`config.mk`:
```
export PLATFORM = sky130hd
export DESIGN_NAME = dr_case_steer
export DESIGN_NICKNAME = d
export VERILOG_FILES = /design/src/rtl/dr_case_pkg.sv /design/src/rtl/dr_case_ctrl.sv /design/src/rtl/dr_case_path.sv /design/src/rtl/dr_case_steer.sv
export SDC_FILE = /design/constraint.sdc
export NUM_CORES = 1
export LEC_CHECK = 0
export BUFFER_PORTS_ARGS = -buffer_cell sky130_fd_sc_hd__buf_2
export CAP_MARGIN = 10
export CORE_AREA = 2 2 39 41
export CTS_CLUSTER_DIAMETER = 40
export DETAILED_ROUTE_END_ITERATION = 8
export DIE_AREA = 0 0 41 43
export GPL_TIMING_DRIVEN = 0
export PLACE_DENSITY = 0.59
export SLEW_MARGIN = 20
export SYNTH_ARGS = -nofsm -noshare
export SYNTH_HDL_FRONTEND = slang
export SYNTH_SLANG_ARGS = --single-unit
```
`constraint.sdc`:
```
create_clock -name clk -period 1.6 [get_ports clk]
set_clock_uncertainty 0.05 [all_clocks]
set_input_delay 0.08 -clock clk [delete_from_list [all_inputs] [get_ports clk]]
set_output_delay 0.08 -clock clk [all_outputs]
set_load 0.1 [all_outputs]
```
`src/rtl/dr_case_pkg.sv`:
```
package dr_case_pkg;

  typedef enum logic [2:0] {
    ST_IDLE,
    ST_ISSUE,
    ST_HELD,
    ST_RTZ,
    ST_FAULT
  } caseState_t;

  // strobes from control to datapath
  typedef struct packed {
    logic capture;
    logic driveReq;
    logic driveAck;
    logic raiseErr;
  } steerStrobe_t;

endpackage

```
`src/rtl/dr_case_ctrl.sv`:
```
module dr_case_ctrl
  import dr_case_pkg::*;
(
  input  logic         clk,
  input  logic         rstN,
  input  logic         selValid,
  input  logic         selSpacer,
  input  logic         selIllegal,
  input  logic         pickedAck,
  output steerStrobe_t strobe
);

  caseState_t stateQ, stateD;

  always_ff @(posedge clk or negedge rstN) begin
    if (!rstN) stateQ <= ST_IDLE;
    else       stateQ <= stateD;
  end

  always_comb begin
    stateD = stateQ;
    unique case (stateQ)
      ST_IDLE: begin
        if (selIllegal)    stateD = ST_FAULT;
        else if (selValid) stateD = ST_ISSUE;
      end
      ST_ISSUE: if (pickedAck)  stateD = ST_HELD;
      ST_HELD:  if (selSpacer)  stateD = ST_RTZ;
      ST_RTZ:   if (!pickedAck) stateD = ST_IDLE;
      ST_FAULT: if (selSpacer)  stateD = ST_IDLE;
      default:                  stateD = ST_IDLE;
    endcase
  end

  always_comb begin
    strobe.capture  = (stateQ == ST_IDLE) && selValid && !selIllegal;
    strobe.driveReq = (stateQ == ST_ISSUE) || (stateQ == ST_HELD);
    strobe.driveAck = (stateQ == ST_HELD) || (stateQ == ST_RTZ);
    strobe.raiseErr = (stateQ == ST_FAULT);
  end

endmodule

```
`src/rtl/dr_case_path.sv`:
```
module dr_case_path
  import dr_case_pkg::*;
#(
  parameter  int SEL_BITS = 2,
  localparam int NUM_OUT  = 1 << SEL_BITS
) (
  input  logic                clk,
  input  logic                rstN,
  input  logic [SEL_BITS-1:0] selTrue,
  input  logic [SEL_BITS-1:0] selFalse,
  input  logic [NUM_OUT-1:0]  outAck,
  input  steerStrobe_t        strobe,
  output logic                selValid,
  output logic                selSpacer,
  output logic                selIllegal,
  output logic                pickedAck,
  output logic [NUM_OUT-1:0]  outReq,
  output logic                selAck,
  output logic                codeErr
);

  logic [SEL_BITS-1:0] bitValid;
  logic [SEL_BITS-1:0] bitBad;
  logic [SEL_BITS-1:0] bitIdle;
  logic [SEL_BITS-1:0] idxQ;

  for (genvar b = 0; b < SEL_BITS; b++) begin : g_bit
    assign bitValid[b] = selTrue[b] ^ selFalse[b];
    assign bitBad[b]   = selTrue[b] & selFalse[b];
    assign bitIdle[b]  = ~(selTrue[b] | selFalse[b]);
  end

  assign selValid   = &bitValid;
  assign selIllegal = |bitBad;
  assign selSpacer  = &bitIdle;

  always_ff @(posedge clk or negedge rstN) begin
    if (!rstN)              idxQ <= '0;
    else if (strobe.capture) idxQ <= selTrue;
  end

  assign pickedAck = outAck[idxQ];

  for (genvar c = 0; c < NUM_OUT; c++) begin : g_chan
    assign outReq[c] = strobe.driveReq && (idxQ == SEL_BITS'(c));
  end

  assign selAck  = strobe.driveAck;
  assign codeErr = strobe.raiseErr;

endmodule

```
`src/rtl/dr_case_steer.sv`:
```
module dr_case_steer
  import dr_case_pkg::*;
#(
  parameter  int SEL_BITS = 2,
  localparam int NUM_OUT  = 1 << SEL_BITS
) (
  input  logic                clk,
  input  logic                rstN,
  input  logic [SEL_BITS-1:0] selTrue,
  input  logic [SEL_BITS-1:0] selFalse,
  output logic                selAck,
  output logic [NUM_OUT-1:0]  outReq,
  input  logic [NUM_OUT-1:0]  outAck,
  output logic                codeErr
);

  steerStrobe_t strobe;
  logic selValid, selSpacer, selIllegal, pickedAck;

  dr_case_ctrl u_ctrl (
    .clk        (clk),
    .rstN       (rstN),
    .selValid   (selValid),
    .selSpacer  (selSpacer),
    .selIllegal (selIllegal),
    .pickedAck  (pickedAck),
    .strobe     (strobe)
  );

  dr_case_path #(.SEL_BITS(SEL_BITS)) u_path (
    .clk        (clk),
    .rstN       (rstN),
    .selTrue    (selTrue),
    .selFalse   (selFalse),
    .outAck     (outAck),
    .strobe     (strobe),
    .selValid   (selValid),
    .selSpacer  (selSpacer),
    .selIllegal (selIllegal),
    .pickedAck  (pickedAck),
    .outReq     (outReq),
    .selAck     (selAck),
    .codeErr    (codeErr)
  );

endmodule

```
==> reports/metrics.cfg <==
[outcome]
status=finished, violations left
violations=setup timing

[floorplan]
die_h_um=43
fp-row-count=14
io_pins=16
die_x_um=41
start_util=0.2749
dieArea_um2=1763
core_region_area_um2=1384

[synth]
avgSynthCellArea_um2=9.753
yosysTopAreaCell=dfrtp_1
synth_top_family_by_area=simple AND/OR/NAND/NOR gates
synth_nets=53
synth-compound-area-share=0.1118
synthSimpleGateAreaFrac=0.2171
synthMuxAreaShare=0.1184
yosys_warnings=0
syn_area_um2=380.4
synth_fa_ha_area_frac=0.1316
synthXorXnorAreaFrac=0.02303
netlist.area_leader.share=0.3289
netlist_top_cells_area=dfrtp_1, ha_1, inv_1
synthDistinctLibCells=22
syn_inst=39
yosysSeqAreaShare=0.3289
ys_ff_latch=5

[route]
via_per_inst=4.850
num_vias=388
first_pass_iters=3
initialDrtViolationCount=11
wl_um=933
wl_per_cell_um=11.66
route.detailed.drc=0
postRouteAntennaNets=0

[critical_path]
worst_ep_arrival_time_ps=1470
endpoint_kind=primary output
required_ps=1470
cp_max_fo=5
path_class=flip-flop to primary output
start_kind=flip-flop

[cts]
htree_levels=1
cts_tree=done
cts.clk_slew.worst_paths_ps=50
cts_buffer_depth=2
cts-root-buf=clkbuf_4
clock-sinks=5
cts_buffers=3
worstSkewPairLatency_ps=250

[placement]
place_hpwl_um=714.3
dpl-instance-area_um2=563.0
place_ws_ps=-88.93
gp_congestion=0.7098
io_buffer_count=15

[sta]
relSlewSlack=0.6808
setup_ws_ps=-1.513
timing.final.crit_share=1.001
tightest_slew_ps=482.1
finalSetupViolations=1
slew_viol_final=0
timing.fmax_mhz=624.4
fin_crit_ps=1602
finalHoldViolCount=0
grt_setup_unrepaired=true

[cells_and_area]
nets=79
regArea_um2=128.9
drive_above_1_share=0.5781
n_fill_cell=134
diodes=0
stdcell_area_um2=661.9
syn2layout_area_growth_pct=74.01
multi_input_area_um2=310.3
utilization=0.4783

[grt]
grt_pass1_vias=329
grt.overflow.total=0
track_usage=0.1182
grt_pass1_wl_um=1352
grt_antenna_before_repair=0
grt_max_degree=11

[power_and_ir_drop]
peakVddDrop_mv=0.6958
powerDensity_nw_per_um2=1037
power_leakage_nw=0.3091

[run]
max_cap_viol_count=0

[hold_path]
hp-class=input port to flip-flop

-- cells in the mapped netlist --
library cell and n:
nor2_1 2, and3_1 1, xnor2_1 1, a221oi_2 1, a31oi_1 1, nor4bb_1 1
dfrtp_1 5, or2_0 1, nand3_1 1, o31ai_1 1, clkbuf_1 1, nor4b_1 2
ha_1 4, nor3_1 2, mux2_2 2, mux4_2 1, nand2_1 2, a41oi_1 1
nand4_1 1, inv_1 6, a21oi_1 1, nor4_1 1
-- layout by cell type (no fill, tap or decap), types with 2 or more instances in the layout --
cell type | Yosys | routed
clkbuf_4 | 0 | 5
inv_1 | 6 | 6
mux2_2 | 2 | 2
nor3_1 | 2 | 2
nor4b_4 | 0 | 2
dfrtp_1 | 5 | 2
buf_4 | 0 | 6
buf_2 | 0 | 10
dfrtp_2 | 0 | 3
buf_6 | 0 | 3
ha_1 | 4 | 4
nand2_1 | 2 | 2
-- routing by layer --
layer | wire length (um) | track usage
met5 | 0 | 0
met4 | 19 | 0.02000
met3 | 64 | 0.09424
met2 | 406 | 0.1469
met1 | 442 | 0.1607
-- critical path, stage by stage, from the launching register on --
cell,delay (ps)
dfrtp_2,460
xnor2_4,210
nor4bb_4,290
buf_6,260
-- state kept, by name, indices dropped and copies added (netlist names) --
| signal | count |
|---|---|
| u_path.idxQ | 2 |
| u_ctrl.stateQ | 3 |
-- through the flow --
step	cells	hold slack, ps	TNS (ps)	total power, mW
finish	80	56.94	-1.513	0.6863
global route	80	48.35	-55.20	0.7339
CTS	77	59.53	-30.62	0.6833
detailed placement	70	-151.8	-88.93	0.4897
global placement	70	-152.4	-73.68	0.4854
floorplan	39	-265.6	-954.4	0.4365
-- power breakdown --
group | leakage (nW) | internal [mW] | switching (mW)
clock network | 0.0150 | 0.0947 | 0.0573
registers | 0.0575 | 0.162 | 0.0546
logic | 0.237 | 0.162 | 0.156
-- path summary, 6_finish.rpt --
check | start | to | slack [ps] | cells past startpoint
min in group asynchronous | rstN | u_ctrl.stateQ[1] | 120 | 2
max in group asynchronous | rstN | u_path.idxQ[0] | 1230 | 2
min reg2reg | u_ctrl.stateQ[0] | u_ctrl.stateQ[2] | 510 | 1
min | selTrue[1] | u_path.idxQ[1] | 60 | 2
max | u_ctrl.stateQ[1] | outReq[3] | -2 | 3
max reg2reg | u_path.idxQ[0] | u_ctrl.stateQ[0] | 120 | 3
-- logic make-up (layout without fill, tap and decap cells) --
kind of cell	count (synthesis)	after routing
flops	5	5
simple gates	14	14
compound gates	5	5
buf+inv	7	32
mux	3	3
xor+xnor	1	1
fa+ha+maj	4	4
-- what timing repair did --
item,CTS,global route
endpoints found under the hold margin,5,0
hold buffers,1,0
setup buffers,2,3
gates cloned,0,0
endpoints found under the setup margin,5,2
pin swaps,0,2
gates resized for setup,8,1
-- final cells by class --
class / instances / share of cell area
multi-input combinational: 27 / 0.4688
timing repair buffer: 21 / 0.2212
sequential: 5 / 0.1947
clock buffer: 4 / 0.03970
inverter: 6 / 0.03403
tap: 16 / 0.03025
buffer: 1 / 0.01134
Note: power is estimated with default switching activity, not from simulation.
